`config.mk`:
```
export PLATFORM = sky130hd
export DESIGN_NAME = luh_stall_ctrl
export DESIGN_NICKNAME = d
export VERILOG_FILES = /design/src/rtl/luh_pkg.sv /design/src/rtl/luh_detect.sv /design/src/rtl/luh_ctrl_gate.sv /design/src/rtl/luh_idex_reg.sv /design/src/rtl/luh_stall_ctrl.sv
export SDC_FILE = /design/constraint.sdc
export NUM_CORES = 1
export LEC_CHECK = 0
export BUFFER_PORTS_ARGS = -buffer_cell sky130_fd_sc_hd__buf_2
export CORE_MARGIN = 1
export CORE_UTILIZATION = 42
export DETAILED_ROUTE_END_ITERATION = 10
export GPL_TIMING_DRIVEN = 0
export PLACE_DENSITY = 0.8
export SETUP_SLACK_MARGIN = 0.1
export SKIP_LAST_GASP = 1
export SYNTH_ARGS = -nofsm -noshare
export SYNTH_HDL_FRONTEND = slang
export SYNTH_SLANG_ARGS = --single-unit
```
`constraint.sdc`:
```
create_clock -name clk -period 3.6 [get_ports clk]
set_clock_uncertainty 0.1 [all_clocks]
set_input_delay 0.36 -clock clk [delete_from_list [all_inputs] [get_ports clk]]
set_output_delay 0.36 -clock clk [all_outputs]
set_load 0.005 [all_outputs]
```
`src/rtl/luh_pkg.sv`:
```
package luh_pkg;
    localparam int ALUOP_W = 2;

    typedef struct packed {
        logic [ALUOP_W-1:0] alu_op;
        logic               alu_src;
        logic               reg_dst;
        logic               mem_rd;
        logic               mem_wr;
        logic               reg_wr;
        logic               mem_to_reg;
    } ctrl_t;

    localparam int CTRL_W = $bits(ctrl_t);
endpackage

```
`src/rtl/luh_detect.sv`:
```
module luh_detect #(
    parameter int REG_AW  = 5,
    parameter int N_SRC   = 2
) (
    input  logic                          ex_mem_rd,
    input  logic [REG_AW-1:0]             ex_rt,
    input  logic [N_SRC-1:0][REG_AW-1:0]  src_reg,
    input  logic [N_SRC-1:0]              src_use,
    output logic                          hazard
);
    logic [N_SRC-1:0] hit;

    // one comparator per decode source operand
    for (genvar g = 0; g < N_SRC; g++) begin : g_cmp
        assign hit[g] = src_use[g] && (src_reg[g] == ex_rt);
    end

    assign hazard = ex_mem_rd && (|hit);
endmodule

```
`src/rtl/luh_ctrl_gate.sv`:
```
module luh_ctrl_gate
    import luh_pkg::*;
(
    input  ctrl_t ctrl_in,
    input  logic  zero_sel,
    output ctrl_t ctrl_out
);
    always_comb begin
        ctrl_out = zero_sel ? ctrl_t'('0) : ctrl_in;
    end
endmodule

```
`src/rtl/luh_idex_reg.sv`:
```
module luh_idex_reg
    import luh_pkg::*;
#(
    parameter int REG_AW = 5
) (
    input  logic              clk,
    input  logic              rst_n,
    input  ctrl_t             ctrl_in,
    input  logic [REG_AW-1:0] rt_in,
    input  logic              bubble,
    output ctrl_t             ctrl_q,
    output logic [REG_AW-1:0] rt_q
);
    typedef struct packed {
        ctrl_t             ctrl;
        logic [REG_AW-1:0] rt;
    } idex_t;

    idex_t st_d, st_q;

    always_comb begin
        st_d      = st_q;
        st_d.ctrl = ctrl_in;
        st_d.rt   = rt_in;
    end

    always_ff @(posedge clk) begin
        if (!rst_n) st_q <= '0;
        else        st_q <= st_d;
    end

    assign ctrl_q = st_q.ctrl;
    assign rt_q   = st_q.rt;

    assert_bubble_zero_R6: assert property (@(posedge clk) disable iff (!rst_n)
        bubble |=> (ctrl_q == ctrl_t'('0)));

    assert_rt_loads_R6: assert property (@(posedge clk) disable iff (!rst_n)
        1'b1 |=> (rt_q == $past(rt_in)));

    assert_pass_ctrl_R7: assert property (@(posedge clk) disable iff (!rst_n)
        !bubble |=> (ctrl_q == $past(ctrl_in)));
endmodule

```
`src/rtl/luh_stall_ctrl.sv`:
```
module luh_stall_ctrl
    import luh_pkg::*;
#(
    parameter int REG_AW = 5
) (
    input  logic                clk,
    input  logic                rst_n,
    input  logic [REG_AW-1:0]   id_rs,
    input  logic [REG_AW-1:0]   id_rt,
    input  logic                id_use_rs,
    input  logic                id_use_rt,
    input  logic [ALUOP_W-1:0]  id_alu_op,
    input  logic                id_alu_src,
    input  logic                id_reg_dst,
    input  logic                id_mem_rd,
    input  logic                id_mem_wr,
    input  logic                id_reg_wr,
    input  logic                id_mem_to_reg,
    output logic                pc_we,
    output logic                ifid_we,
    output logic                ctrl_zero_sel,
    output logic [ALUOP_W-1:0]  ex_alu_op,
    output logic                ex_alu_src,
    output logic                ex_reg_dst,
    output logic                ex_mem_rd,
    output logic                ex_mem_wr,
    output logic                ex_reg_wr,
    output logic                ex_mem_to_reg,
    output logic [REG_AW-1:0]   ex_rt
);
    localparam int N_SRC = 2;

    ctrl_t                        id_ctrl, gated_ctrl, ex_ctrl;
    logic [N_SRC-1:0][REG_AW-1:0] src_reg;
    logic [N_SRC-1:0]             src_use;
    logic                         stall;

    always_comb begin
        id_ctrl.alu_op     = id_alu_op;
        id_ctrl.alu_src    = id_alu_src;
        id_ctrl.reg_dst    = id_reg_dst;
        id_ctrl.mem_rd     = id_mem_rd;
        id_ctrl.mem_wr     = id_mem_wr;
        id_ctrl.reg_wr     = id_reg_wr;
        id_ctrl.mem_to_reg = id_mem_to_reg;
        src_reg[0]         = id_rs;
        src_reg[1]         = id_rt;
        src_use[0]         = id_use_rs;
        src_use[1]         = id_use_rt;
    end

    luh_detect #(.REG_AW(REG_AW), .N_SRC(N_SRC)) u_detect (
        .ex_mem_rd (ex_ctrl.mem_rd),
        .ex_rt     (ex_rt),
        .src_reg   (src_reg),
        .src_use   (src_use),
        .hazard    (stall)
    );

    luh_ctrl_gate u_gate (
        .ctrl_in  (id_ctrl),
        .zero_sel (stall),
        .ctrl_out (gated_ctrl)
    );

    luh_idex_reg #(.REG_AW(REG_AW)) u_idex (
        .clk     (clk),
        .rst_n   (rst_n),
        .ctrl_in (gated_ctrl),
        .rt_in   (id_rt),
        .bubble  (stall),
        .ctrl_q  (ex_ctrl),
        .rt_q    (ex_rt)
    );

    assign pc_we         = !stall;
    assign ifid_we       = !stall;
    assign ctrl_zero_sel = stall;

    assign ex_alu_op     = ex_ctrl.alu_op;
    assign ex_alu_src    = ex_ctrl.alu_src;
    assign ex_reg_dst    = ex_ctrl.reg_dst;
    assign ex_mem_rd     = ex_ctrl.mem_rd;
    assign ex_mem_wr     = ex_ctrl.mem_wr;
    assign ex_reg_wr     = ex_ctrl.reg_wr;
    assign ex_mem_to_reg = ex_ctrl.mem_to_reg;

    // a stall can only come from a load sitting in execute
    assert_load_gates_R3: assert property (@(posedge clk) disable iff (!rst_n)
        !ex_mem_rd |-> (pc_we && ifid_we && !ctrl_zero_sel));

    // the bubble clears memory-read, so the stall cannot repeat
    assert_single_stall_R8: assert property (@(posedge clk) disable iff (!rst_n)
        ctrl_zero_sel |=> !ctrl_zero_sel);

    // the PC is released on the cycle after a stall
    assert_release_R8: assert property (@(posedge clk) disable iff (!rst_n)
        $fell(pc_we) |=> pc_we);
endmodule

```
==> key figures, run 1 <==
Yosys
  • Primary FF master, synth: dfxtp_1
  • Number of enable flip-flop cells after synthesis: 0
  • Post-Synthesis Cells: 54
  • Syn nets: between 70 and 80
  • Mapped cell area: 572 um2
  • Register area share after synthesis: 0.455
  • Syn. warnings: 0
  • Commonest cells in the synthesized netlist: dfxtp_1 (13), a221oi_1 (8), nand2_1 (8), xor2_1 (8), and2_1 (5)
  • Synth top area share: 0.455
  • Unique cell type count in the Yosys netlist: 14
  • Most frequent cell after synthesis: dfxtp_1
  • Post-synth top area cell: dfxtp_1
  • Post-synth ARST share: 0
  • Synth Area per Inst: 10.6 um2
  • Seq cells post-synth: 13
  • Main area contributors after synthesis: dfxtp_1 (46%), a221oi_1 (12%), xor2_1 (12%)

Routing
  • Final wirelength: around 1.3 mm
  • Detail Route Antenna Nets: 0
  • Residual DRC count: 0
  • DRT iter0 DRCs: 8
  • DRT Pass-1 Iters: 4
  • Vias: roughly 560
  • DR WL/cell: 11.6 um
  • Drt via density: a little over 5

Layout
  • Share of cells above drive strength 1: 0.474
  • Finished layout cell area: roughly 800 um2
  • Final Util: 0.675
  • Layout Cells excl Fill: 109
  • Nets: between 100 and 150
  • Area grow syn2layout: 40.0%
  • Ant. Diodes: 0

Clock tree
  • CTS tree: built
  • CTS sink count: 13
  • Clock slew at reported path FFs: around 0.09 ns
  • Cts repair resizes: 0
  • H-tree depth: 1
  • Num CTS Buffers: 3
  • CTS hold repair buffers: 0
  • Clock root cell: clkbuf_4
  • Clock buffer depth: 2
  • Clock latency on the worst-skew pair: 0.27 ns
  • Post-CTS setup buffers: 0

STA
  • Final Critical Period: 2.30 ns
  • Tcrit/Tclk final: 0.638
  • Setup violators final: 0
  • Setup TNS: 0 ns
  • Slew margin rel.: 0.630
  • Final hold slack: 0.212 ns
  • Fmax: 0.435 GHz
  • Final hold viol count: 0
  • Worst Tran Pin Value: ~0.55 ns
  • RSZ-0062 raised after global routing: false
  • Fin. max-slew vios: 0

Min path
  • Worst hold path class: in -> reg

Worst setup path
  • WP data arrival: 1.84 ns
  • Crit Path Category: reg -> out
  • CP Launch Type: flop
  • Critical path required time: about 3.1 ns
  • Critical path endpoint category: primary output
  • CP Max Fanout: 10

Pwr
  • Leakage: 0.000408 uW
  • Peak VDD IR: 0.000172 V
  • Power Dens Cells: between 300 and 400 nW/um2

Die
  • Initial core utilization: 0.482
  • Number of cell rows: 12
  • Die Wd: approximately 40 um
  • Std-Cell Core Area: 1190 um2
  • I/O pins: 38
  • DIE AREA: 1510 um2
  • Die height: a little under 40 um

Place
  • Gpl congestion: about 0.75
  • Port-buffer cells: 37
  • Detailed Place HPWL: approximately 910 um
  • Inst Count DP: around 110
  • Dpl cell area: 774 um2

Job
  • Max cap viols: 0

Global routing
  • Total gr overflow: 0
  • Largest net degree at the start of global routing: 11
  • Initial antenna violation count: 0
  • Vias in the first global route: 488
  • First-pass GRT wire length: 1.97 mm
  • All-Layer GR Usage: 0.195

Status
  • Outcome: complete, no violations
logic make-up after synthesis:
logic type,synth area share
and+or+nand+nor,0.203
DFF,0.455
AOI/OAI and AO/OA,0.151
xor gates and xnor gates,0.153
buffers and inverters,0.0372
metrics by stage:
stage | total power [uW] | setup slack, ns
floorplan | 187 | 1.81
global placement | 210 | 1.52
detailed placement | 212 | 1.49
CTS | 302 | 1.30
global route | 314 | 1.22
finish | 301 | 1.30
registers in the layout, indices dropped and copies added, names as in the netlist:
register       flops
u_idex.ctrl_q      8
u_idex.rt_q        5
path summary, 6_finish.rpt:
check,startpoint,endpoint,slack [ns],cells after the start
worst max-delay path,u_idex.rt_q[2]$_SDFF_PN0_,pc_we,1.30,5
worst min-delay path,id_mem_rd,u_idex.ctrl_q[3]$_SDFF_PP0_,0.21,3
worst max register to register,u_idex.rt_q[2]$_SDFF_PN0_,u_idex.ctrl_q[7]$_SDFF_PP0_,2.07,3
worst min register to register,u_idex.ctrl_q[3]$_SDFF_PP0_,u_idex.ctrl_q[3]$_SDFF_PP0_,0.77,3
report_power, final:
group	internal [uW]	switching [uW]	total [uW]	leakage [uW]
sequential	152	4.46	156	0.000108
clock	42.8	50.0	92.8	0.0000150
combinational	26.1	26.2	52.2	0.000284
area by class of cell:
type	count	area, um2
sequential	13	260
buffer	4	21.3
fill	102	385
timing repair buffer	37	185
multi-input combinational	37	290
clock buffer	4	26.3
tap	14	17.5
cells in the final DEF, fill, tap and decap left out:
cell type and count:
buf_4 1, buf_2 38, nand2_1 8, dfxtp_1 13, clkbuf_1 2, and2_1 5, nor4_4 2, clkbuf_2 1
xnor2_1 2, xor2_1 8, a22o_1 1, a22oi_1 1, a221oi_1 8, and3_1 2, clkbuf_4 3
routing by layer:
layer	GRT usage	part of all wire	wire length (um)
met2	0.338	0.50	637
met1	0.224	0.43	539
met5	0	0	0
met3	0.0347	0.056	71
met4	0.103	0.011	14
critical path, stage by stage, from the launching register on:
cell and delay, ns:
dfxtp_1 0.34, xor2_1 0.19, nor4_4 0.56, a22oi_1 0.19, buf_4 0.17, buf_2 0.11
No activity file was read; power rests on OpenSTA's default activity.
==> inputs of run 2 (changes only) <==
CORE_ASPECT_RATIO = 1.25   (was not set)
CORE_UTILIZATION = 35   (was 42)
PLACE_DENSITY = 0.72   (was 0.8)
clock period = 2 ns   (was 3.6 ns; I/O delays follow)
==> key figures, run 2 (synthesis gave the netlist of run 1 again) <==
Pwr
  • Power Dens Cells: a little over 600 nW/um2
  • Peak VDD IR: 0.000342 V
  • Leakage: 0.000452 uW
  • Tot Pwr: 547 uW

Worst setup path
  • Critical path endpoint category: primary output
  • CP max stage cell: dfxtp_4
  • Crit Path Category: reg -> out
  • R2r setup slk: around 0.43 ns
  • Worst path cell trace: xor2_4, nor4_4, buf_4, a22o_1, buf_2
  • CP Launch Type: flop
  • Crit path largest cell delay: 0.37 ns
  • WP data arrival: 1.54 ns
  • CP Max Fanout: 3
  • Critical path required time: 1.70 ns

Place
  • Port-buffer cells: 37
  • Gpl congestion: 0.701
  • DP Worst Slack: 0.181 ns
  • Detailed Place HPWL: 915 um

Status
  • Outcome: complete, no violations

STA
  • Final hold viol count: 0
  • Setup TNS: 0 ns
  • Fmax: approximately 0.54 GHz
  • Fin. max-slew vios: 0
  • Setup violators final: 0
  • RSZ-0062 raised after global routing: true
  • Setup ws final: 0.164 ns
  • Slew margin rel.: 0.762
  • Tcrit/Tclk final: 0.918
  • Worst Tran Pin Value: 0.357 ns
  • Final Critical Period: 1.84 ns

Die
  • Initial core utilization: 0.396
  • Die Wd: 38.2 um
  • Number of cell rows: 15
  • DIE AREA: 1800 um2
  • Die height: 47.2 um
  • I/O pins: 38
  • Std-Cell Core Area: 1450 um2

Layout
  • Final Util: 0.624
  • Most frequent cells in the layout: buf_2 (36), dfxtp_1 (11), nand2_1 (8), a221oi_1 (8), buf_4 (8)
  • Largest register FFs: 8
  • Area grow syn2layout: 57.8%
  • Nets: 125
  • Most common cell after layout, fill and taps aside: buf_2
  • Share of cells above drive strength 1: 0.559
  • Ant. Diodes: 0
  • FILL cells: roughly 130

Clock tree
  • CTS sink count: 13
  • Clock root cell: clkbuf_4
  • H-tree depth: 1
  • CTS hold repair buffers: 0
  • Clock buffer depth: 2
  • Num CTS Buffers: 3
  • CTS tree: built
  • Clock slew at reported path FFs: 0.08 ns
  • Clock latency on the worst-skew pair: 0.26 ns

Global routing
  • Vias in the first global route: 488
  • Total gr overflow: 0
  • Largest net degree at the start of global routing: 11
  • First-pass GRT wire length: 1.94 mm
  • All-Layer GR Usage: 0.160
  • Initial antenna violation count: 0

Routing
  • Detail Route Antenna Nets: 0
  • DR WL/cell: 10.9 um
  • Drt via density: between 4 and 5
  • DRT Pass-1 Iters: 5
  • Vias: 576
  • Final wirelength: 1.29 mm
  • DRT iter0 DRCs: 3
  • Residual DRC count: 0

Job
  • Max cap viols: 0

Min path
  • Worst hold path class: in -> reg
[run 2: cell type report]
class / count / area, um2 / share of cell area
multi-input combinational: 37 / 322 / 0.356
sequential: 13 / 265 / 0.294
timing repair buffer: 44 / 244 / 0.270
clock buffer: 4 / 26.3 / 0.0291
buffer: 4 / 23.8 / 0.0264
tap: 17 / 21.3 / 0.0236
[run 2: layer usage]
metal  track usage  share of wire  vias to the layer above
li1              -              -                      287
met1         0.170           0.37                      267
met2         0.281           0.56                       20
met3        0.0332          0.056                        2
met4         0.107          0.015                        0
met5             0              0                        -
[run 2: final timing paths]
kind                               startpoint                           to  depth (start not counted)
setup / recovery    u_idex.rt_q[4]$_SDFF_PN0_                ctrl_zero_sel                          5
hold / removal                       id_rt[1]    u_idex.rt_q[1]$_SDFF_PN0_                          2
setup reg to reg    u_idex.rt_q[3]$_SDFF_PN0_  u_idex.ctrl_q[2]$_SDFF_PP0_                          6
hold reg to reg   u_idex.ctrl_q[3]$_SDFF_PP0_  u_idex.ctrl_q[3]$_SDFF_PP0_                          3
[run 2: through the flow]
stage	instance area [um2]	hold WS, ns	cells
after floorplan	572	0.222	54
after global placement	778	0.326	108
after detailed placement	778	0.335	108
after CTS	842	0.0456	117
after global routing	902	0.0433	119
final	902	0.0551	119
[run 2: what timing repair did]
action | in CTS | in global routing
setup buffers | 5 | 2
setup endpoints to repair | 3 | 2
pin swaps | 2 | 4
gates resized for setup | 0 | 9
endpoints found under the hold margin | 0 | 0
[run 2: worst max-delay path: cells and delay by family, from the launching register on]
kind | cells | cell delay (ns)
flops | 1 | 0.37
simple gates | 1 | 0.34
buf+inv | 2 | 0.29
xor+xnor | 1 | 0.15
compound gates | 1 | 0.12
[run 2: where the power goes]
group          switching, uW  total (uW)  leakage [uW]  internal [uW]
Sequential              8.48         281      0.000109            273
Clock                   79.0         156     0.0000150           77.0
Combinational           51.2         110      0.000328           58.7
==> inputs of run 3 (changes only) <==
CORE_UTILIZATION = 29   (was 35)
PLACE_DENSITY = not set   (was 0.72)
==> key figures, run 3 (synthesis gave the netlist of run 1 again) <==
Routing
  • Final wirelength: 1.26 mm
  • Detail Route Antenna Nets: 0
  • DRT Pass-1 Iters: 4
  • Residual DRC count: 0
  • Vias: 553
  • DR WL/cell: 10.5 um
  • DRT iter0 DRCs: 2
  • Drt via density: 4.61

Layout
  • Finished layout cell area: 860 um2
  • Final Util: 0.475
  • Most common cell after layout, fill and taps aside: buf_2
  • FILL cells: 188
  • Area grow syn2layout: 50.3%
  • Most frequent cells in the layout: buf_2 (38), dfxtp_1 (11), xor2_1 (8), nand2_1 (8), a221oi_1 (8)
  • Register area: ~260 um2
  • Multi-input logic area: around 300 um2
  • Largest register FFs: 8
  • Share of cells above drive strength 1: 0.535
  • Ant. Diodes: 0
  • Nets: 124

Worst setup path
  • Critical path endpoint category: primary output
  • Worst R2R Start: u_idex.rt_q[0]$_SDFF_PN0_
  • CP Launch Type: flop
  • Critical Path Start: u_idex.rt_q[2]$_SDFF_PN0_
  • Critical Path End: ctrl_zero_sel
  • Critical path required time: 1.70 ns
  • Reg2reg end: u_idex.ctrl_q[4]$_SDFF_PP0_
  • WP data arrival: approximately 1.5 ns
  • CP Max Fanout: 3
  • Crit Path Category: reg -> out
  • R2R depth: 5
  • R2r setup slk: 0.52 ns

Place
  • Dpl cell area: 781 um2
  • DP Worst Slack: around 0.17 ns
  • Gpl congestion: 0.627
  • Detailed Place HPWL: 945 um
  • Port-buffer cells: 37

STA
  • Fmax: 0.556 GHz
  • Worst Tran Pin Value: 0.389 ns
  • Setup ws final: 0.201 ns
  • Setup violators final: 0
  • Final hold viol count: 0
  • Tcrit/Tclk final: 0.899
  • Fin. max-slew vios: 0
  • Setup TNS: 0 ns
  • Slew margin rel.: 0.741
  • Final Critical Period: 1.80 ns
  • RSZ-0062 raised after global routing: false

Pwr
  • Peak VDD IR: 0.000377 V
  • Leakage: 0.000441 uW
  • Power Dens Cells: 632 nW/um2
  • Tot Pwr: 543 uW

Global routing
  • Largest net degree at the start of global routing: 11
  • Initial antenna violation count: 0
  • Total gr overflow: 0
  • All-Layer GR Usage: 0.132
  • First-pass GRT wire length: 2.13 mm
  • Vias in the first global route: 506

Die
  • DIE AREA: roughly 2200 um2
  • I/O pins: 38
  • Std-Cell Core Area: 1810 um2
  • Die height: 51.6 um
  • Die Wd: 41.7 um
  • Number of cell rows: 17
  • Initial core utilization: 0.316

Clock tree
  • Clock buffer depth: 2
  • CTS hold repair buffers: 0
  • Num CTS Buffers: 3
  • Clock slew at reported path FFs: 0.08 ns
  • H-tree depth: 1
  • Clock latency on the worst-skew pair: 0.27 ns
  • CTS tree: built
  • CTS sink count: 13
  • Clock root cell: clkbuf_4

Min path
  • Worst hold path class: in -> reg

Status
  • Outcome: complete, no violations

Job
  • Max cap viols: 0
run 3: layer usage:
layer,vias to the layer above,global-route usage,wire length (um)
met2,23,0.227,675
met5,-,0,0
met4,0,0.0968,17
met1,241,0.143,485
met3,2,0.0278,84
li1,287,-,-
run 3: worst min-delay path by stage:
stage	start	to	slack (ns)	depth (start not counted)
after global routing	id_rt[3]	u_idex.rt_q[3]$_SDFF_PN0_	0.05	2
final	id_rt[0]	u_idex.rt_q[0]$_SDFF_PN0_	0.05	2
after CTS	id_rt[0]	u_idex.rt_q[0]$_SDFF_PN0_	0.05	2
after global placement	id_rt[2]	u_idex.rt_q[2]$_SDFF_PN0_	0.33	2
after floorplan	id_rt[0]	u_idex.rt_q[0]$_SDFF_PN0_	0.22	1
after detailed placement	id_rt[0]	u_idex.rt_q[0]$_SDFF_PN0_	0.33	2
run 3: area by class of cell:
type                            instances  share of cell area
Multi-Input combinational cell         37               0.344
Timing Repair Buffer                   43               0.268
Sequential cell                        13               0.306
Buffer                                  4              0.0247
Tap cell                               19              0.0277
Clock buffer                            4              0.0306
run 3: repair_timing:
action / CTS / global route
gates resized for setup: 0 / 3
setup endpoints to repair: 3 / 2
buffers inserted: 5 / 1
pin swaps: 2 / 2
run 3: per-stage QoR:
stage	hold slack, ns	cells
3_5_place_dp	0.333	110
6_report	0.0523	120
3_3_place_gp	0.327	110
5_1_grt	0.0496	120
2_1_floorplan	0.222	54
4_1_cts	0.0484	119
run 3: power breakdown:
part / switching [uW] / internal, uW / total (uW)
Clock: 82.2 / 77.1 / 159
Combinational: 48.4 / 54.4 / 103
Sequential: 7.58 / 273 / 281
Total: 138 / 405 / 543
run 3: worst max-delay path, stage by stage (launching register included):
cell     delay, ns
dfxtp_2       0.34
xor2_1        0.18
nor4_4        0.33
buf_4         0.17
a22o_1        0.12
buf_2         0.10
